**src/rtl/gpio_bank_pkg.sv**
```systemverilog
package gpio_bank_pkg;
  localparam int DATA_W = 32;
  localparam int ADDR_W = 12;
  localparam int MAX_BANKS = 8;

  localparam logic [DATA_W-1:0] KEY_VAL   = 32'h00A5_A501;
  localparam logic [DATA_W-1:0] CODE_OPEN = '0;
  localparam logic [DATA_W-1:0] CODE_SHUT = '1;

  // address bits [11:5] select a group of per-bank words
  localparam logic [6:0] GRP_OUT  = 7'h00;
  localparam logic [6:0] GRP_IN   = 7'h01;
  localparam logic [6:0] GRP_SET  = 7'h02;
  localparam logic [6:0] GRP_CLR  = 7'h03;
  localparam logic [6:0] GRP_LOCK = 7'h28;
  localparam logic [6:0] GRP_KEY  = 7'h29;
  localparam int CTRL_WORD0 = 64;  // 0x100 >> 2

  typedef enum logic [2:0] {
    SEL_NONE, SEL_OUT, SEL_IN, SEL_SET, SEL_CLR, SEL_CTRL, SEL_LOCK, SEL_KEY
  } reg_sel_e;
endpackage

```
**src/rtl/gpio_lock_ctrl.sv**
```systemverilog
module gpio_lock_ctrl
  import gpio_bank_pkg::*;
#(
  parameter int NUM_BANKS = 8,
  localparam int BIDX_W = 3
) (
  input  logic                  clk_i,
  input  logic                  rst_ni,
  input  logic                  wr_i,
  input  logic                  key_hit_i,
  input  logic                  lock_hit_i,
  input  logic [BIDX_W-1:0]     bank_i,
  input  logic [DATA_W-1:0]     wdata_i,
  output logic [NUM_BANKS-1:0]  locked_o
);
  logic armed_q;

  // key arms exactly one following write; every write re-evaluates it
  always_ff @(posedge clk_i or negedge rst_ni) begin
    if (!rst_ni)   armed_q <= 1'b0;
    else if (wr_i) armed_q <= key_hit_i && (wdata_i == KEY_VAL);
  end

  for (genvar b = 0; b < NUM_BANKS; b++) begin : g_lock
    always_ff @(posedge clk_i or negedge rst_ni) begin
      if (!rst_ni) begin
        locked_o[b] <= 1'b1;
      end else if (wr_i && lock_hit_i && armed_q && bank_i == BIDX_W'(b)) begin
        if (wdata_i == CODE_OPEN)      locked_o[b] <= 1'b0;
        else if (wdata_i == CODE_SHUT) locked_o[b] <= 1'b1;
      end
    end
  end
endmodule

```
**src/rtl/gpio_out_regs.sv**
```systemverilog
module gpio_out_regs
  import gpio_bank_pkg::*;
#(
  parameter int NUM_BANKS = 8,
  localparam int BIDX_W = 3,
  localparam int NPINS = NUM_BANKS * DATA_W
) (
  input  logic                  clk_i,
  input  logic                  rst_ni,
  input  logic                  set_wr_i,
  input  logic                  clr_wr_i,
  input  logic [BIDX_W-1:0]     bank_i,
  input  logic [DATA_W-1:0]     wdata_i,
  input  logic [NUM_BANKS-1:0]  locked_i,
  output logic [NPINS-1:0]      out_o
);
  for (genvar b = 0; b < NUM_BANKS; b++) begin : g_bank
    logic hit;
    assign hit = (bank_i == BIDX_W'(b)) && !locked_i[b];
    always_ff @(posedge clk_i or negedge rst_ni) begin
      if (!rst_ni)
        out_o[b*DATA_W +: DATA_W] <= '0;
      else if (hit && set_wr_i)
        out_o[b*DATA_W +: DATA_W] <= out_o[b*DATA_W +: DATA_W] | wdata_i;
      else if (hit && clr_wr_i)
        out_o[b*DATA_W +: DATA_W] <= out_o[b*DATA_W +: DATA_W] & ~wdata_i;
    end
  end
endmodule

```
**src/rtl/gpio_dir_regs.sv**
```systemverilog
module gpio_dir_regs
  import gpio_bank_pkg::*;
#(
  parameter int NUM_BANKS = 8,
  localparam int NPINS = NUM_BANKS * DATA_W,
  localparam int PIDX_W = $clog2(NPINS)
) (
  input  logic                  clk_i,
  input  logic                  rst_ni,
  input  logic                  ctrl_wr_i,
  input  logic [PIDX_W-1:0]     pin_i,
  input  logic                  dir_bit_i,
  input  logic [NUM_BANKS-1:0]  locked_i,
  output logic [NPINS-1:0]      dir_o
);
  for (genvar p = 0; p < NPINS; p++) begin : g_pin
    always_ff @(posedge clk_i or negedge rst_ni) begin
      if (!rst_ni)
        dir_o[p] <= 1'b1;
      else if (ctrl_wr_i && pin_i == PIDX_W'(p) && !locked_i[p / DATA_W])
        dir_o[p] <= dir_bit_i;
    end
  end
endmodule

```
**src/rtl/gpio_bank_regs.sv**
```systemverilog
module gpio_bank_regs
  import gpio_bank_pkg::*;
#(
  parameter int NUM_BANKS = 8
) (
  input  logic                          clk_i,
  input  logic                          rst_ni,
  input  logic [ADDR_W-1:0]             addr_i,
  input  logic                          we_i,
  input  logic [DATA_W-1:0]             wdata_i,
  output logic [DATA_W-1:0]             rdata_o,
  input  logic [NUM_BANKS*DATA_W-1:0]   pin_in_i,
  output logic [NUM_BANKS*DATA_W-1:0]   pin_out_o,
  output logic [NUM_BANKS*DATA_W-1:0]   pin_dir_o
);
  localparam int NPINS  = NUM_BANKS * DATA_W;
  localparam int BIDX_W = 3;
  localparam int PIDX_W = $clog2(NPINS);
  localparam int WORD_W = ADDR_W - 2;

  reg_sel_e                sel;
  logic [BIDX_W-1:0]       bidx;
  logic [PIDX_W-1:0]       pidx;
  logic [WORD_W-1:0]       word;
  logic                    bank_ok;
  logic [NUM_BANKS-1:0]    locked;

  assign word    = addr_i[ADDR_W-1:2];
  assign bidx    = addr_i[4:2];
  assign bank_ok = int'(bidx) < NUM_BANKS;
  assign pidx    = PIDX_W'(int'(word) - CTRL_WORD0);

  always_comb begin
    sel = SEL_NONE;
    if (addr_i[1:0] == 2'b00) begin
      if (int'(word) >= CTRL_WORD0 && int'(word) < CTRL_WORD0 + NPINS) begin
        sel = SEL_CTRL;
      end else begin
        unique case (addr_i[ADDR_W-1:5])
          GRP_OUT:  if (bank_ok) sel = SEL_OUT;
          GRP_IN:   if (bank_ok) sel = SEL_IN;
          GRP_SET:  if (bank_ok) sel = SEL_SET;
          GRP_CLR:  if (bank_ok) sel = SEL_CLR;
          GRP_LOCK: if (bank_ok) sel = SEL_LOCK;
          GRP_KEY:  if (bidx == '0) sel = SEL_KEY;
          default:  sel = SEL_NONE;
        endcase
      end
    end
  end

  gpio_lock_ctrl #(.NUM_BANKS(NUM_BANKS)) u_lock (
    .clk_i      (clk_i),
    .rst_ni     (rst_ni),
    .wr_i       (we_i),
    .key_hit_i  (sel == SEL_KEY),
    .lock_hit_i (sel == SEL_LOCK),
    .bank_i     (bidx),
    .wdata_i    (wdata_i),
    .locked_o   (locked)
  );

  gpio_out_regs #(.NUM_BANKS(NUM_BANKS)) u_out (
    .clk_i    (clk_i),
    .rst_ni   (rst_ni),
    .set_wr_i (we_i && sel == SEL_SET),
    .clr_wr_i (we_i && sel == SEL_CLR),
    .bank_i   (bidx),
    .wdata_i  (wdata_i),
    .locked_i (locked),
    .out_o    (pin_out_o)
  );

  gpio_dir_regs #(.NUM_BANKS(NUM_BANKS)) u_dir (
    .clk_i     (clk_i),
    .rst_ni    (rst_ni),
    .ctrl_wr_i (we_i && sel == SEL_CTRL),
    .pin_i     (pidx),
    .dir_bit_i (wdata_i[0]),
    .locked_i  (locked),
    .dir_o     (pin_dir_o)
  );

  always_comb begin
    rdata_o = '0;
    unique case (sel)
      SEL_OUT:  rdata_o = pin_out_o[int'(bidx)*DATA_W +: DATA_W];
      SEL_IN:   rdata_o = pin_in_i[int'(bidx)*DATA_W +: DATA_W];
      SEL_LOCK: rdata_o = {DATA_W{locked[bidx]}};
      SEL_CTRL: rdata_o = {{(DATA_W-1){1'b0}}, pin_dir_o[pidx]};
      default:  rdata_o = '0;
    endcase
  end
endmodule

```
**config.mk**
```make
export PLATFORM = sky130hd
export DESIGN_NAME = gpio_bank_regs
export DESIGN_NICKNAME = d
export VERILOG_FILES = /design/src/rtl/gpio_bank_pkg.sv /design/src/rtl/gpio_lock_ctrl.sv /design/src/rtl/gpio_out_regs.sv /design/src/rtl/gpio_dir_regs.sv /design/src/rtl/gpio_bank_regs.sv
export SDC_FILE = /design/constraint.sdc
export NUM_CORES = 1
export LEC_CHECK = 0
export BUFFER_PORTS_ARGS = -buffer_cell sky130_fd_sc_hd__buf_2
export CAP_MARGIN = 20
export CORE_AREA = 2 2 325 327
export CTS_CLUSTER_SIZE = 28
export DETAILED_ROUTE_END_ITERATION = 12
export DIE_AREA = 0 0 327 329
export PLACE_DENSITY = 0.58
export SYNTH_ARGS = -nofsm -noshare
export SYNTH_HDL_FRONTEND = slang
export SYNTH_SLANG_ARGS = --single-unit
```
**constraint.sdc**
```tcl
create_clock -name clk_i -period 5 [get_ports clk_i]
set_clock_uncertainty 0.2 [all_clocks]
set_input_delay 0.5 -clock clk_i [delete_from_list [all_inputs] [get_ports clk_i]]
set_output_delay 0.5 -clock clk_i [all_outputs]
set_load 0.05 [all_outputs]
```
==> results.md <==
- Along the worst path, the maximum fanout reaches 89.
- The number of buffer and inverter stages on the critical path is 6.
- The overall routed net length is 155000 um.
- The share of post-route cells with drive strength above 1 is 0.458.
- After clock tree synthesis, the clock-pin slew on the worst setup and hold paths is 0.06 ns.
- The count of distinct cell types in the synthesized netlist is 50.
- The floorplan die area is 108000 um^2.
- The count of final hold-check violations came to 0.
- The count of unresolved DRC violations after routing is 0.
- The clock sink total is 521.
- The timing-limited maximum frequency is 0.211 GHz.
- The startpoint identified for the worst hold timing path is wdata_i[10].
- Walking the worst path, the cells encountered are buf_2 > inv_1 > ha_1 > nand2b_1 > a41oi_1 > or2_4 > o211ai_1 > and2_1 > inv_1 > ha_1 > o2111ai_2 > nand2_4 > buf_12 > buf_16 > mux2i_1 > a32oi_1 > nand4_1 > nand3_1 > buf_2.
- The largest vdd supply drop is 312 uV.
- The class of the most critical hold timing path is input port to register.
- The synthesized netlist net count is 3218.
- For this design the total switching power over the nets is 2560 uW.
- The initial utilization of the core area, before any placement, comes to 0.274.
- Of the total power, registers draw 0.431.
- The minimum setup slack among reg-to-reg paths is 2.70 ns.
- The worst setup path is of the input port to primary output kind.
- Dividing the detail-routed via count by the number of cells gives 5.43.
- Setup repair after global routing left no endpoint under its margin.
- The number of buffer cells added on primary ports is 846.
- The endpoint kind of the worst setup timing path is a primary output.
- The largest single stage delay on the critical path is 0.29 ns.
- In this run the remaining antenna-violating nets after routing total 0.
- The largest net degree at the start of global routing is 101.
- The number of clock buffers added by TritonCTS is 66.
- Setup violations remaining at the end of the flow were counted as 0.
- TritonCTS built the clock tree.
- The synthesized area divided by synthesized cell count is 9.85 um^2.
- The number of placed I/O pins is 847.
- The most common cell in the synthesized netlist is sky130_fd_sc_hd__nand2_1.
- The first-pass GRT wire length is 214000 um.
- At the end of routability-driven placement, the weighted congestion stood at 0.942.
- The number of filler cells placed in the layout is 10752.
- The worst relative slew slack is 0.348.
- The count of mapped cells out of synthesis is 2906.
- The placement row count is 119.
- The final hold slack is 0.135 ns.
- STA classifies the critical path startpoint as an input port.
- In the post-synthesis netlist, the biggest area contributors are sky130_fd_sc_hd__dfstp_2 (24%), sky130_fd_sc_hd__dfrtp_1 (22%), sky130_fd_sc_hd__mux2_2 (11%).
- The via count of the first global-routing pass came to 26755.
- The switching share of total power is 0.260.
- Power spread over the standard cell area amounts to 265 nW/um^2.
- Counting flops with a built-in enable in the synthesized netlist gives 0.
- Detailed placement ended at an HPWL of 110000 um.
- The share of total power dissipated in the clock network is 0.494.
- The leakage power figure is 0.0164 uW.
- The run finished with clean final reports.
- In this run the deepest clock path goes through 3 buffers.
- The share of flip-flops with an asynchronous set or reset is 1.00.
- In the global route stage, overall resource usage came out at 0.277.
- The cell family with the largest share of critical-path delay is buffers and inverters.
- The number of iterations in the first detailed-routing pass is 5.
- In this run the vertical extent of the chip is 329 um.
- The initial antenna violation count is 41.
- The count of maximum capacitance violations is 0.
- Counting flops and latches in the post-synthesis netlist gives 521.
- The count of cells along the worst hold path is 3.
- The floorplan die width is 327 um.
- Counting cells, the worst reg-to-reg path comes to 5.
- The deepest level of the CTS H-tree is 3.
- The accumulated negative setup slack is 0 ns.
- Of the post-synthesis cell area, the dominant cell type holds 0.242.
- Data on the critical path is required at its endpoint by 4.30 ns.
- Counting instances in the post-synthesis netlist gives the leading cell types as sky130_fd_sc_hd__nand2_1 (679), sky130_fd_sc_hd__nor2_1 (281), sky130_fd_sc_hd__mux2_2 (270).
- The launching point of the worst reg2reg path is u_lock.locked_o[5].
- The slowest stage cell on the critical path is sky130_fd_sc_hd__buf_2.
- The clock network latency to the later pin of the worst-skew pair is 0.63 ns.
- The clock period could shrink to 4.75 ns.
- The share of the Yosys chip area taken by registers is 0.467.
- For the pin with the worst max-slew slack, the measured transition is 0.979 ns.
- The core region area is 104000 um^2.
- CTS placed an instance of sky130_fd_sc_hd__clkbuf_16 at the clock tree root.
- The data arrival time of the worst path is 4.05 ns.
- In the final design database the tool counted 3942 nets.
- The most area-hungry cell type in the Yosys netlist is sky130_fd_sc_hd__dfstp_2.
- In the final routed layout, each cell accounts on average for 30.5 um.
- For this run, the number of Yosys warnings is 0.
- The relative contribution of combinational cells to total power is 0.075.
- The max-slew violation count came to 0.
- Dividing the final minimum period by the clock period gives 0.950.
- The cell area after synthesis is 28600 um^2.
- Internal power comes to 7270 uW.
- For this run, the leading register cell type out of synthesis is sky130_fd_sc_hd__dfstp_2.
- The area added between synthesis and finish is 29.6%.
- The count of routing violations after the opening detailed-route iteration is 2582.
- The total overflow left after global routing is 0.
- The via count is 27632.
-- stage by stage --
step	cell area (um^2)	total power, uW	utilization	instances	setup slack (ns)
global route	37100	10200	0.355	5077	0.00991
detailed placement	34800	5040	0.333	4943	0.0433
CTS	36900	9950	0.354	5061	0.0138
global placement	34800	5040	0.333	4943	0.0550
floorplan	28600	4620	-	2906	0.0483
finish	37100	9830	0.356	5086	0.251
-- power groups by stage --
stage	registers [uW]	logic (uW)	clock network, uW
after floorplan	4310	306	0
after global placement	4300	738	0
after detailed placement	4300	739	0
after CTS	4230	741	4980
after global routing	4230	791	5140
final	4230	737	4860
-- kinds of logic (layout without fill, tap and decap cells) --
family,after synthesis,after routing,synth area share
and+or+nand+nor,1269,1269,0.188
DFF,521,521,0.467
muxes,404,404,0.181
AOI/OAI and AO/OA,401,401,0.117
buffers and inverters,302,1075,0.0437
adders and majority gates,9,9,0.00393
other,0,16,0
-- cells in the final DEF, fill, tap and decap left out, drive strengths merged, types with 4 or more instances in the layout --
cell type	n
inv	17
dfrtp	257
nor4	12
nand2	679
clkinv	12
ha	9
a211oi	6
diode	16
mux2i	71
nand2b	4
o22ai	4
nor3b	5
and4	4
a21oi	30
a22o	257
mux4	63
or3	4
o21ai	4
mux2	270
a22oi	13
nor3	12
nor2	281
nand4	72
a32oi	61
nand3	167
buf	948
dfstp	264
nor2b	11
a31oi	6
clkbuf	91
o211ai	4
and2	6
or2	6
-- tightest hold or removal path: stages --
cell and delay [ns]:
sky130_fd_sc_hd__buf_2 0.22, sky130_fd_sc_hd__nand2_1 0.10, sky130_fd_sc_hd__a22o_1 0.11
-- layout make-up --
cell class                      count  area, um^2  area share
Multi-Input combinational cell   2083       14200       0.383
Sequential cell                   521       13400       0.360
Timing Repair Buffer              949        5570       0.150
Clock buffer                       91        1890      0.0509
Tap cell                         1391        1740      0.0469
Clock inverter                     26         274     0.00738
Antenna cell                       16        40.0     0.00108
Inverter                            9        33.8    0.000910
-- layer usage --
layer  global-route usage  part of all wire  vias to the layer above
met5                    0            0.0016                        -
met4                0.104             0.039                       42
met3               0.0891              0.10                      317
met2                0.470              0.48                     1541
met1                0.328              0.37                    13914
li1                     -                 -                    11818
-- worst max path at each step --
stage	from	slack [ns]	to	depth (start not counted)
after floorplan	addr_i[4]	0.05	rdata_o[0]	16
after global routing	addr_i[8]	0.01	rdata_o[29]	20
after detailed placement	addr_i[8]	0.04	rdata_o[4]	17
after CTS	addr_i[8]	0.01	rdata_o[4]	17
after global placement	addr_i[8]	0.05	rdata_o[4]	17
final	addr_i[8]	0.25	rdata_o[18]	19
-- what timing repair did --
item                       4_1_cts  5_1_grt
setup endpoints to repair        0       32
resized for setup                0        5
hold endpoints to repair        31        0
buffers inserted                 0        8
hold buffers                     1        0
Power figures use the tool's default switching activity.
